**src/rtl/ccoh_pkg.sv**
```systemverilog
package ccoh_pkg;

    typedef enum logic [1:0] {
        OP_HOLD = 2'b00,
        OP_BACK = 2'b01,
        OP_HOME = 2'b10,
        OP_MID  = 2'b11
    } norm_op_e;

    typedef enum logic [1:0] {
        CODE_IDLE = 2'b00,
        CODE_WRAP = 2'b01,
        CODE_STEP = 2'b10,
        CODE_RSVD = 2'b11
    } out_code_e;

endpackage

```
**src/rtl/ccoh_code_check.sv**
```systemverilog
// Linear-size codeword checker: one pass over the bits tracks whether
// at least one and at least two ones have been seen.
module ccoh_code_check #(
    parameter int N = 8
) (
    input  logic [N-1:0] state_i,
    output logic         legal_o
);
    logic seen_one;
    logic seen_two;

    always_comb begin
        seen_one = 1'b0;
        seen_two = 1'b0;
        for (int i = 0; i < N; i++) begin
            seen_two = seen_two | (seen_one & state_i[i]);
            seen_one = seen_one | state_i[i];
        end
        legal_o = seen_one & ~seen_two;
    end
endmodule

```
**src/rtl/ccoh_ring_step.sv**
```systemverilog
import ccoh_pkg::*;

// Ring-strobe next state: every bit has its own single-wire source,
// and the code depends only on the old MSB.
module ccoh_ring_step #(
    parameter int N = 8
) (
    input  logic [N-1:0] state_i,
    output logic [N-1:0] next_o,
    output out_code_e    code_o
);
    genvar b;
    generate
        for (b = 0; b < N; b++) begin : g_bit
            if (b == 0) begin : g_wrap
                assign next_o[b] = state_i[N-1];
            end else begin : g_shift
                assign next_o[b] = state_i[b-1];
            end
        end
    endgenerate

    assign code_o = state_i[N-1] ? CODE_WRAP : CODE_STEP;
endmodule

```
**src/rtl/ccoh_norm_step.sv**
```systemverilog
import ccoh_pkg::*;

// Normal-mode next state: opcode table for legal states,
// unconditional return home for illegal ones.
module ccoh_norm_step #(
    parameter int N = 8
) (
    input  logic [N-1:0] state_i,
    input  logic         legal_i,
    input  norm_op_e     op_i,
    output logic [N-1:0] next_o
);
    localparam int            MID_IDX = N / 2;
    localparam logic [N-1:0]  HOME    = N'(1);
    localparam logic [N-1:0]  MID     = HOME << MID_IDX;

    always_comb begin
        next_o = HOME;
        if (legal_i) begin
            unique case (op_i)
                OP_HOLD: next_o = state_i;
                OP_BACK: next_o = {state_i[0], state_i[N-1:1]};
                OP_HOME: next_o = HOME;
                OP_MID:  next_o = MID;
            endcase
        end
    end
endmodule

```
**src/rtl/ccoh_ring_fsm.sv**
```systemverilog
import ccoh_pkg::*;

module ccoh_ring_fsm #(
    parameter int N = 8
) (
    input  logic         clk,
    input  logic         rst,
    input  logic         ld_en,
    input  logic [N-1:0] ld_state,
    input  logic         cyc_sym,
    input  logic [1:0]   norm_op,
    output logic [1:0]   out_code,
    output logic         state_vld,
    output logic [N-1:0] state_o
);
    localparam logic [N-1:0] HOME = N'(1);

    typedef struct packed {
        logic [N-1:0] state;
        out_code_e    code;
    } regs_t;

    regs_t        r_d, r_q;
    logic         legal;
    logic [N-1:0] ring_next;
    out_code_e    ring_code;
    logic [N-1:0] norm_next;

    ccoh_code_check #(.N(N)) u_check (
        .state_i (r_q.state),
        .legal_o (legal)
    );

    ccoh_ring_step #(.N(N)) u_ring (
        .state_i (r_q.state),
        .next_o  (ring_next),
        .code_o  (ring_code)
    );

    ccoh_norm_step #(.N(N)) u_norm (
        .state_i (r_q.state),
        .legal_i (legal),
        .op_i    (norm_op_e'(norm_op)),
        .next_o  (norm_next)
    );

    always_comb begin
        r_d = r_q;
        if (rst) begin
            r_d.state = HOME;
            r_d.code  = CODE_IDLE;
        end else if (ld_en) begin
            r_d.state = ld_state;
            r_d.code  = CODE_IDLE;
        end else if (cyc_sym) begin
            r_d.state = ring_next;
            r_d.code  = ring_code;
        end else begin
            r_d.state = norm_next;
            r_d.code  = CODE_IDLE;
        end
    end

    always_ff @(posedge clk) begin
        r_q <= r_d;
    end

    assign state_o   = r_q.state;
    assign out_code  = r_q.code;
    assign state_vld = legal;

    // Checker flag against an independent population count
    assert_flag_matches_R2: assert property (@(posedge clk) disable iff (rst)
        state_vld == ($countones(state_o) == 1));

    // Step up from a legal non-MSB state
    assert_step_up_R3: assert property (@(posedge clk) disable iff (rst)
        (state_vld && !state_o[N-1] && cyc_sym && !ld_en)
        |=> (out_code == 2'b10) && state_vld && !state_o[0]);

    // Wrap from the MSB state into home
    assert_wrap_home_R4: assert property (@(posedge clk) disable iff (rst)
        (state_vld && state_o[N-1] && cyc_sym && !ld_en)
        |=> (out_code == 2'b01) && (state_o == HOME));

    // Normal hold keeps the state
    assert_hold_R6: assert property (@(posedge clk) disable iff (rst)
        (state_vld && !cyc_sym && !ld_en && norm_op == 2'b00)
        |=> $stable(state_o) && (out_code == 2'b00));

    // Illegal pattern recovers on a normal step
    assert_force_home_R7: assert property (@(posedge clk) disable iff (rst)
        (!state_vld && !cyc_sym && !ld_en)
        |=> (state_o == HOME) && state_vld);

    // Bitwise ring move, legal or not
    assert_bitwise_ring_R8: assert property (@(posedge clk) disable iff (rst)
        (cyc_sym && !ld_en)
        |=> state_o == {$past(state_o[N-2:0]), $past(state_o[N-1])});

    // Load overrides everything but reset
    assert_load_R9: assert property (@(posedge clk) disable iff (rst)
        ld_en |=> (state_o == $past(ld_state)) && (out_code == 2'b00));
endmodule

```
**config.mk**
```make
export PLATFORM = sky130hd
export DESIGN_NAME = ccoh_ring_fsm
export DESIGN_NICKNAME = d
export VERILOG_FILES = /design/src/rtl/ccoh_pkg.sv /design/src/rtl/ccoh_code_check.sv /design/src/rtl/ccoh_ring_step.sv /design/src/rtl/ccoh_norm_step.sv /design/src/rtl/ccoh_ring_fsm.sv
export SDC_FILE = /design/constraint.sdc
export NUM_CORES = 1
export LEC_CHECK = 0
export ABC_AREA = 1
export BUFFER_PORTS_ARGS = -buffer_cell sky130_fd_sc_hd__buf_2
export CORE_MARGIN = 4
export CORE_UTILIZATION = 44
export DETAILED_ROUTE_END_ITERATION = 10
export PLACE_DENSITY = 0.73
export SLEW_MARGIN = 20
export SYNTH_ARGS = -nofsm -noshare
export SYNTH_HDL_FRONTEND = slang
export SYNTH_SLANG_ARGS = --single-unit
```
**constraint.sdc**
```tcl
create_clock -name clk -period 1.5 [get_ports clk]
set_input_delay 0.15 -clock clk [delete_from_list [all_inputs] [get_ports clk]]
set_output_delay 0.15 -clock clk [all_outputs]
set_load 0.01 [all_outputs]
```
==> results of run 1 <==
==> cell type report <==
cell class              instances  area [sq um]  share of cell area, %
multi-input cells              88         601.8                  50.53
repair buffers                 39         264.0                  22.16
flip-flops and latches         10         207.7                  17.44
inverters                      13         50.05                  4.202
clock buffers                   4         36.28                  3.046
well taps                      25         31.28                  2.626
==> worst min-delay path by stage <==
stage,start,end,cells after the start
detailed placement,rst,state_o[4],2
floorplan,rst,state_o[4],1
global route,rst,state_o[4],2
CTS,rst,state_o[4],2
global placement,rst,state_o[4],2
finish,rst,state_o[4],2
==> routing by layer <==
layer	share of wire [%]	routed length, um
met1	39	931
met3	8.2	196
met4	1.9	45
met2	51	1204
met5	0	0
==> critical path, delay by kind of cell (launching register included) <==
| kind | cells | cell delay [ns] |
|---|---|---|
| simple gates | 5 | 0.53 |
| flops | 1 | 0.37 |
| buf+inv | 2 | 0.24 |
| compound gates | 1 | 0.06 |
==> cells in the final DEF, fill, tap and decap left out, types with 3 or more instances in the layout <==
cell                       count
sky130_fd_sc_hd__nand3_1       4
sky130_fd_sc_hd__nor2_1        8
sky130_fd_sc_hd__o21ai_2       3
sky130_fd_sc_hd__a21oi_2       8
sky130_fd_sc_hd__inv_1        10
sky130_fd_sc_hd__o21ai_1       4
sky130_fd_sc_hd__or2_2         7
sky130_fd_sc_hd__clkbuf_4      3
sky130_fd_sc_hd__buf_4        13
sky130_fd_sc_hd__nand4_1       7
sky130_fd_sc_hd__nand2_1      20
sky130_fd_sc_hd__a21oi_1       7
sky130_fd_sc_hd__nor2_4        4
sky130_fd_sc_hd__dfxtp_1       8
sky130_fd_sc_hd__nand3_2       4
sky130_fd_sc_hd__buf_2        23
==> logic make-up (layout without fill, tap and decap cells) <==
logic type	count (synthesis)	after routing	share of synthesized area (%)
DFF	10	10	24.84
AOI/OAI and AO/OA	25	25	17.86
and+or+nand+nor	63	63	48.91
buffers and inverters	16	56	8.383
==> sequential cells by signal, summed over array words and instances (netlist names) <==
| name | flops |
|---|---|
| out_code | 2 |
| state_o | 8 |
==> report_power, final <==
group          leakage (nW)  internal, W  switching (W)  total [W]
Clock                0.0210     0.000148       0.000112   0.000259
Sequential           0.0834     0.000283      0.0000193   0.000302
Combinational         0.447     0.000159       0.000194   0.000353
Total                 0.551     0.000590       0.000325   0.000915
==> synth_stat cells <==
cell	n	share of area (%)
sky130_fd_sc_hd__nand2_1	21	9.8
sky130_fd_sc_hd__nand4_1	7	5.4
sky130_fd_sc_hd__nor2_4	4	5.6
sky130_fd_sc_hd__inv_1	11	5.1
sky130_fd_sc_hd__dfxtp_1	10	25
sky130_fd_sc_hd__nor2_2	1	0.78
sky130_fd_sc_hd__o21ai_0	2	1.2
sky130_fd_sc_hd__buf_4	2	1.9
sky130_fd_sc_hd__nand3_4	1	2.2
sky130_fd_sc_hd__nand4_4	1	2.6
sky130_fd_sc_hd__clkbuf_1	1	0.47
sky130_fd_sc_hd__inv_2	1	0.47
sky130_fd_sc_hd__a2111oi_0	1	1.1
sky130_fd_sc_hd__nand4_2	1	1.6
sky130_fd_sc_hd__nor2_8	1	2.5
sky130_fd_sc_hd__nor4_1	1	0.78
sky130_fd_sc_hd__nand2_4	1	1.4
sky130_fd_sc_hd__nor2_1	8	3.7
sky130_fd_sc_hd__a21oi_2	1	1.1
sky130_fd_sc_hd__nand3_1	7	4.3
sky130_fd_sc_hd__o21ai_4	1	2.0
sky130_fd_sc_hd__a21oi_1	14	8.7
sky130_fd_sc_hd__nor4_2	1	1.6
sky130_fd_sc_hd__o21ai_1	6	3.7
sky130_fd_sc_hd__nand3_2	1	1.2
sky130_fd_sc_hd__or2_2	7	5.4
sky130_fd_sc_hd__clkinv_1	1	0.47
==> what timing repair did <==
action                                 CTS  global route
buffers inserted                         2             2
cloned                                   0             0
setup endpoints to repair                9             9
gates resized for setup                 16             7
pin swaps                               10             7
endpoints found under the hold margin    0             0
==> metrics by stage <==
step	hold WS, ns	instances	power (W)	util, %	area, sq um
finish	0.06354	179	0.0009150	68.99	1191
global route	0.06449	179	0.0009658	68.99	1191
CTS	0.06543	177	0.0008997	66.96	1156
detailed placement	0.3572	171	0.0005998	59.86	1033
global placement	0.3538	171	0.0005938	59.86	1033
floorplan	0.2124	114	0.0004878	-	805.8
==> insert_results.sql, run 1 <==
INSERT INTO impl_metrics (metric_group, metric, value, unit) VALUES
('setup_path', 'worst-endpoint-required', '1.35', 'ns'),
('sta', 'fin_worst_skew', '0.002144', 'ns'),
('clock_network', 'cts_buffer_depth', '2', ''),
('placement', 'dp_slack', '-0.08480', 'ns'),
('setup_path', 'critical_path_class', 'flip-flop to output pin', ''),
('route', 'ant_nets', '0', ''),
('route', 'final_wirelength', '2378', 'um'),
('clock_network', 'cts-buffers-inserted', '3', ''),
('run', 'max_cap_violations', '0', ''),
('layout', 'drive_gt1_share', '53.90', '%'),
('placement', 'port_buffers', '24', ''),
('grt', 'maximum_number_of_pins_on_one_net_before_global_route_repair', '14', ''),
('clock_network', 'clock_tree.root_cell', 'sky130_fd_sc_hd__clkbuf_4', ''),
('setup_path', 'worstRegToRegCells', '10', ''),
('clock_network', 'clk_pin_slew', '0.08', 'ns'),
('route', 'drc', '0', ''),
('logic_synthesis', 'netlist_instances', '114', ''),
('logic_synthesis', 'postSynthNetCount', '128', ''),
('setup_path', 'critical-path-max-stage-delay', '0.37', 'ns'),
('logic_synthesis', 'share_of_the_yosys_chip_area_belonging_to_registers', '24.84', '%'),
('sta', 'unrepaired_setup_endpoints_after_global_routing', 'true', ''),
('placement', 'dpl.hpwl', '1693', 'um'),
('logic_synthesis', 'post_synth.cell_area_avg', '7.068', 'sq um'),
('setup_path', 'critical_path.most_common_cell', 'sky130_fd_sc_hd__nor2_4', ''),
('setup_path', 'cpMaxStageDelayCell', 'sky130_fd_sc_hd__dfxtp_4', ''),
('setup_path', 'worstSetupEndpoint', 'state_vld', ''),
('setup_path', 'cp_cell_sequence', 'nor2_4 -> nand4_4 -> nor2_4 -> buf_4 -> o21ai_4 -> nand2_4 -> nor2_8 -> buf_6', ''),
('grt', 'grt_util_met3', '4.748', '%'),
('grt', 'globalRouteTotalUtil', '20.46', '%'),
('route', 'wire_per_inst', '13.28', 'um'),
('sta', 'post-route-min-period', '1.611', 'ns'),
('placement', 'gp_congestion', '0.8343', ''),
('logic_synthesis', 'synth-warning-count', '0', ''),
('clock_network', 'cts_tree', 'done', ''),
('sta', 'max_clock_freq', '620.7', 'MHz'),
('logic_synthesis', 'ys_seq_elements', '10', ''),
('setup_path', 'r2r_end', 'state_o[1]', ''),
('grt', 'top_usage_layer', 'met2', ''),
('setup_path', 'worst_r2r_startpoint', 'state_o[2]', ''),
('setup_path', 'worstSetupEndpointType', 'output pin', ''),
('sta', 'worst_case_setup_margin_in_the_final_layout', '-0.1112', 'ns'),
('power_and_ir_drop', 'power_per_cell_area', '768.1', 'nW/um^2'),
('die', 'placement_rows', '15', ''),
('logic_synthesis', 'syn_area', '805.8', 'sq um'),
('clock_network', 'cts_num_sinks', '10', ''),
('route', 'drt_first_iter_violations', '55', ''),
('sta', 'slew_limit_fails', '0', ''),
('power_and_ir_drop', 'p_leak', '0.5511', 'nW'),
('grt', 'grt_overflow_total', '0', ''),
('clock_network', 'cts_hold_buffers', '0', ''),
('setup_path', 'startpoint_type_of_the_worst_setup_path', 'flip-flop', ''),
('status', 'outcome', 'finished with violations', ''),
('die', 'fp.coreArea', '1727', 'sq um'),
('layout', 'area_growth', '47.83', '%'),
('clock_network', 'cts-htree-levels', '1', ''),
('setup_path', 'r2r_slack', '-0.11', 'ns'),
('logic_synthesis', 'synth_cell_types', '27', ''),
('setup_path', 'setup.worst_path.start', 'state_o[1]', ''),
('clock_network', 'worst_skew_pair.late_latency', '0.28', 'ns'),
('layout', 'antenna-diode-count', '0', ''),
('layout', 'design.final.nets', '169', ''),
('route', 'route.detailed.vias_per_inst', '5.486', ''),
('die', 'dieHeight', '50.80', 'um'),
('grt', 'first_global_vias', '901', ''),
('setup_path', 'crit_fanout', '4', ''),
('grt', 'groute.layer.met1.usage', '24.46', '%'),
('layout', 'fillers', '148', ''),
('min_path', 'min_path_type', 'input pin to flip-flop', ''),
('status', 'violations', 'negative setup slack', ''),
('sta', 'timing.final.setup_violations', '9', ''),
('sta', 'tightest_slew', '0.3902', 'ns');
No activity file was read; power rests on OpenSTA's default activity.
==> run 2: changes to the inputs <==
- CORE_UTILIZATION: 44 -> 49
- PLACE_DENSITY: 0.73 -> 0.77
- clock period: 1.5 -> 1.64 ns (I/O delays scaled with it)
==> insert_results.sql, run 2 (synthesized netlist as in run 1, its figures left out) <==
INSERT INTO impl_metrics (metric_group, metric, value, unit) VALUES
('grt', 'grt_use_met2', '33.26', '%'),
('die', 'dieHeight', '48.55', 'um'),
('sta', 'post-route-min-period', '1.654', 'ns'),
('die', 'placement_rows', '14', ''),
('route', 'routed-via-count', '923', ''),
('sta', 'worst_case_setup_margin_in_the_final_layout', '-0.01445', 'ns'),
('sta', 'timing.final.setup_violations', '3', ''),
('clock_network', 'cts-htree-levels', '1', ''),
('clock_network', 'cts_hold_buffers', '0', ''),
('layout', 'multi_input_area', '566.8', 'sq um'),
('placement', 'dp_slack', '0.04408', 'ns'),
('clock_network', 'cts_buffer_depth', '2', ''),
('status', 'violations', 'negative setup slack', ''),
('power_and_ir_drop', 'seqPwrFrac', '35.3', '%'),
('setup_path', 'critPathArrivalTime', '1.83', 'ns'),
('sta', 'final_min_period_over_clock_period', '100.9', '%'),
('setup_path', 'worstRegToRegCells', '11', ''),
('run', 'max_cap_violations', '0', ''),
('sta', 'max_clock_freq', '604.4', 'MHz'),
('power_and_ir_drop', 'power.internal', '0.0005094', 'W'),
('sta', 'unrepaired_setup_endpoints_after_global_routing', 'true', ''),
('route', 'drc', '0', ''),
('layout', 'drive_gt1_share', '45.64', '%'),
('die', 'die_extent_in_x', '48.55', 'um'),
('route', 'drt_first_iter_violations', '25', ''),
('grt', 'top_usage_layer', 'met2', ''),
('layout', 'layout.area.seq', '207.7', 'sq um'),
('layout', 'finalInstanceArea', '1079', 'sq um'),
('placement', 'detailed_place.area', '964.7', 'sq um'),
('layout', 'design.final.nets', '164', ''),
('clock_network', 'clock_tree.root_cell', 'sky130_fd_sc_hd__clkbuf_4', ''),
('power_and_ir_drop', 'switchingPower', '0.0002784', 'W'),
('sta', 'hold_violations', '0', ''),
('setup_path', 'startpoint_type_of_the_worst_setup_path', 'flip-flop', ''),
('sta', 'fin_worst_skew', '0.003163', 'ns'),
('layout', 'antenna-diode-count', '0', ''),
('power_and_ir_drop', 'p_leak', '0.5056', 'nW'),
('layout', 'layout_common_cells', '24 x sky130_fd_sc_hd__buf_2, 20 x sky130_fd_sc_hd__nand2_1, 12 x sky130_fd_sc_hd__a21oi_1, 11 x sky130_fd_sc_hd__inv_1, 9 x sky130_fd_sc_hd__buf_4', ''),
('die', 'die_outline_area', '2357', 'sq um'),
('route', 'final_wirelength', '2199', 'um'),
('route', 'ant_nets', '0', ''),
('power_and_ir_drop', 'clock_power_share', '29.6', '%'),
('min_path', 'min_path_type', 'input pin to flip-flop', ''),
('grt', 'maximum_number_of_pins_on_one_net_before_global_route_repair', '14', ''),
('setup_path', 'r2r_slack', '-0.01', 'ns'),
('die', 'initial_core_util', '52.87', '%'),
('die', 'floorplan.io_pins', '25', ''),
('power_and_ir_drop', 'comb_power_share', '35.1', '%'),
('layout', 'number_of_flip_flops_in_the_largest_register', '8', ''),
('setup_path', 'setup.worst_path.start', 'state_o[1]', ''),
('grt', 'grt_overflow_total', '0', ''),
('sta', 'slew_limit_fails', '0', ''),
('grt', 'globalRouteTotalUtil', '19.87', '%'),
('status', 'outcome', 'finished with violations', ''),
('setup_path', 'crit_fanout', '8', ''),
('setup_path', 'r2r_end', 'state_o[4]', ''),
('sta', 'slew_headroom', '62.57', '%'),
('power_and_ir_drop', 'peakVddDrop', '0.4902', 'mV'),
('die', 'fp.coreArea', '1524', 'sq um'),
('grt', 'global_route_wire_length_before_repair', '3850', 'um'),
('clock_network', 'clk_pin_slew', '0.08', 'ns'),
('setup_path', 'worstSetupEndpointType', 'flip-flop', ''),
('setup_path', 'worstSetupEndpoint', 'state_o[4]', ''),
('layout', 'area_growth', '33.85', '%'),
('grt', 'grt_util_met3', '5.521', '%'),
('placement', 'dpl.hpwl', '1618', 'um'),
('route', 'route.detailed.vias_per_inst', '5.594', ''),
('route', 'wire_per_inst', '13.33', 'um'),
('layout', 'mostFrequentLayoutCell', 'sky130_fd_sc_hd__buf_2', ''),
('clock_network', 'worst_skew_pair.late_latency', '0.27', 'ns'),
('grt', 'first_global_vias', '905', ''),
('power_and_ir_drop', 'power.switching_fraction', '35.34', '%'),
('placement', 'port_buffers', '24', ''),
('setup_path', 'critical_path_class', 'flip-flop to flip-flop', ''),
('setup_path', 'worst_r2r_startpoint', 'state_o[1]', ''),
('placement', 'gp_congestion', '0.8779', ''),
('clock_network', 'cts-buffers-inserted', '3', ''),
('power_and_ir_drop', 'power_per_cell_area', '730.5', 'nW/um^2'),
('setup_path', 'worst-endpoint-required', '1.81', 'ns'),
('layout', 'fillers', '138', ''),
('clock_network', 'cts_tree', 'done', ''),
('sta', 'tightest_slew', '0.5594', 'ns'),
('route', 'firstDrtPassIters', '4', ''),
('clock_network', 'cts_num_sinks', '10', ''),
('grt', 'antenna_violations_before_repair', '0', ''),
('grt', 'groute.layer.met1.usage', '23.93', '%');
==> run 2: how the worst min path moves through the flow <==
stage,end,slack (ns),depth (start not counted),startpoint
after floorplan,state_o[4],0.23,1,rst
after global placement,state_o[4],0.37,2,rst
after detailed placement,state_o[4],0.37,2,rst
after CTS,state_o[4],0.08,2,rst
after global routing,state_o[4],0.07,2,rst
final,state_o[4],0.08,2,rst
==> run 2: what timing repair did <==
action	in CTS	in global routing
pin swaps	8	6
setup endpoints to repair	1	9
buffers inserted	4	1
resized for setup	8	5
==> run 2: cell type report <==
cell class              instances  share of cell area (%)
well taps                      16                   1.856
inverters                      13                   4.524
repair buffers                 34                   18.45
flip-flops and latches         10                   19.26
clock buffers                   4                   3.364
multi-input cells              88                   52.55
==> run 2: through the flow <==
stage	power, W	setup TNS (ns)	utilization, %	hold slack [ns]	std cells
final	0.0007878	-0.03878	70.77	0.08251	165
after global routing	0.0008417	-0.7682	70.77	0.07216	165
after CTS	0.0007817	-0.06681	69.21	0.08439	164
after detailed placement	0.0005230	0	63.30	0.3699	156
after global placement	0.0005166	0	63.30	0.3675	156
after floorplan	0.0004462	0	-	0.2264	114
==> run 2: power groups by stage <==
stage               sequential (W)  clock (W)  combinational [W]
finish                    0.000278   0.000233           0.000276
global route              0.000281   0.000257           0.000304
CTS                       0.000279   0.000235           0.000268
detailed placement        0.000285          0           0.000237
global placement          0.000285          0           0.000232
floorplan                 0.000294          0           0.000153
==> run 2: routing by layer <==
metal,up-vias,wire [um]
li1,457,-
met1,416,898
met2,46,1113
met3,4,172
met4,0,14
met5,-,0
==> run 2: worst max-delay path, stage by stage (launching register included) <==
cell and delay (ns):
sky130_fd_sc_hd__dfxtp_4 0.37, sky130_fd_sc_hd__nor2_4 0.15, sky130_fd_sc_hd__a21oi_2 0.07, sky130_fd_sc_hd__nor2_2 0.12, sky130_fd_sc_hd__nand3_2 0.11, sky130_fd_sc_hd__buf_6 0.13, sky130_fd_sc_hd__nor2_4 0.20, sky130_fd_sc_hd__nand3_4 0.15
sky130_fd_sc_hd__nand2_1 0.09, sky130_fd_sc_hd__inv_1 0.04, sky130_fd_sc_hd__nand2_1 0.06, sky130_fd_sc_hd__a21oi_2 0.05
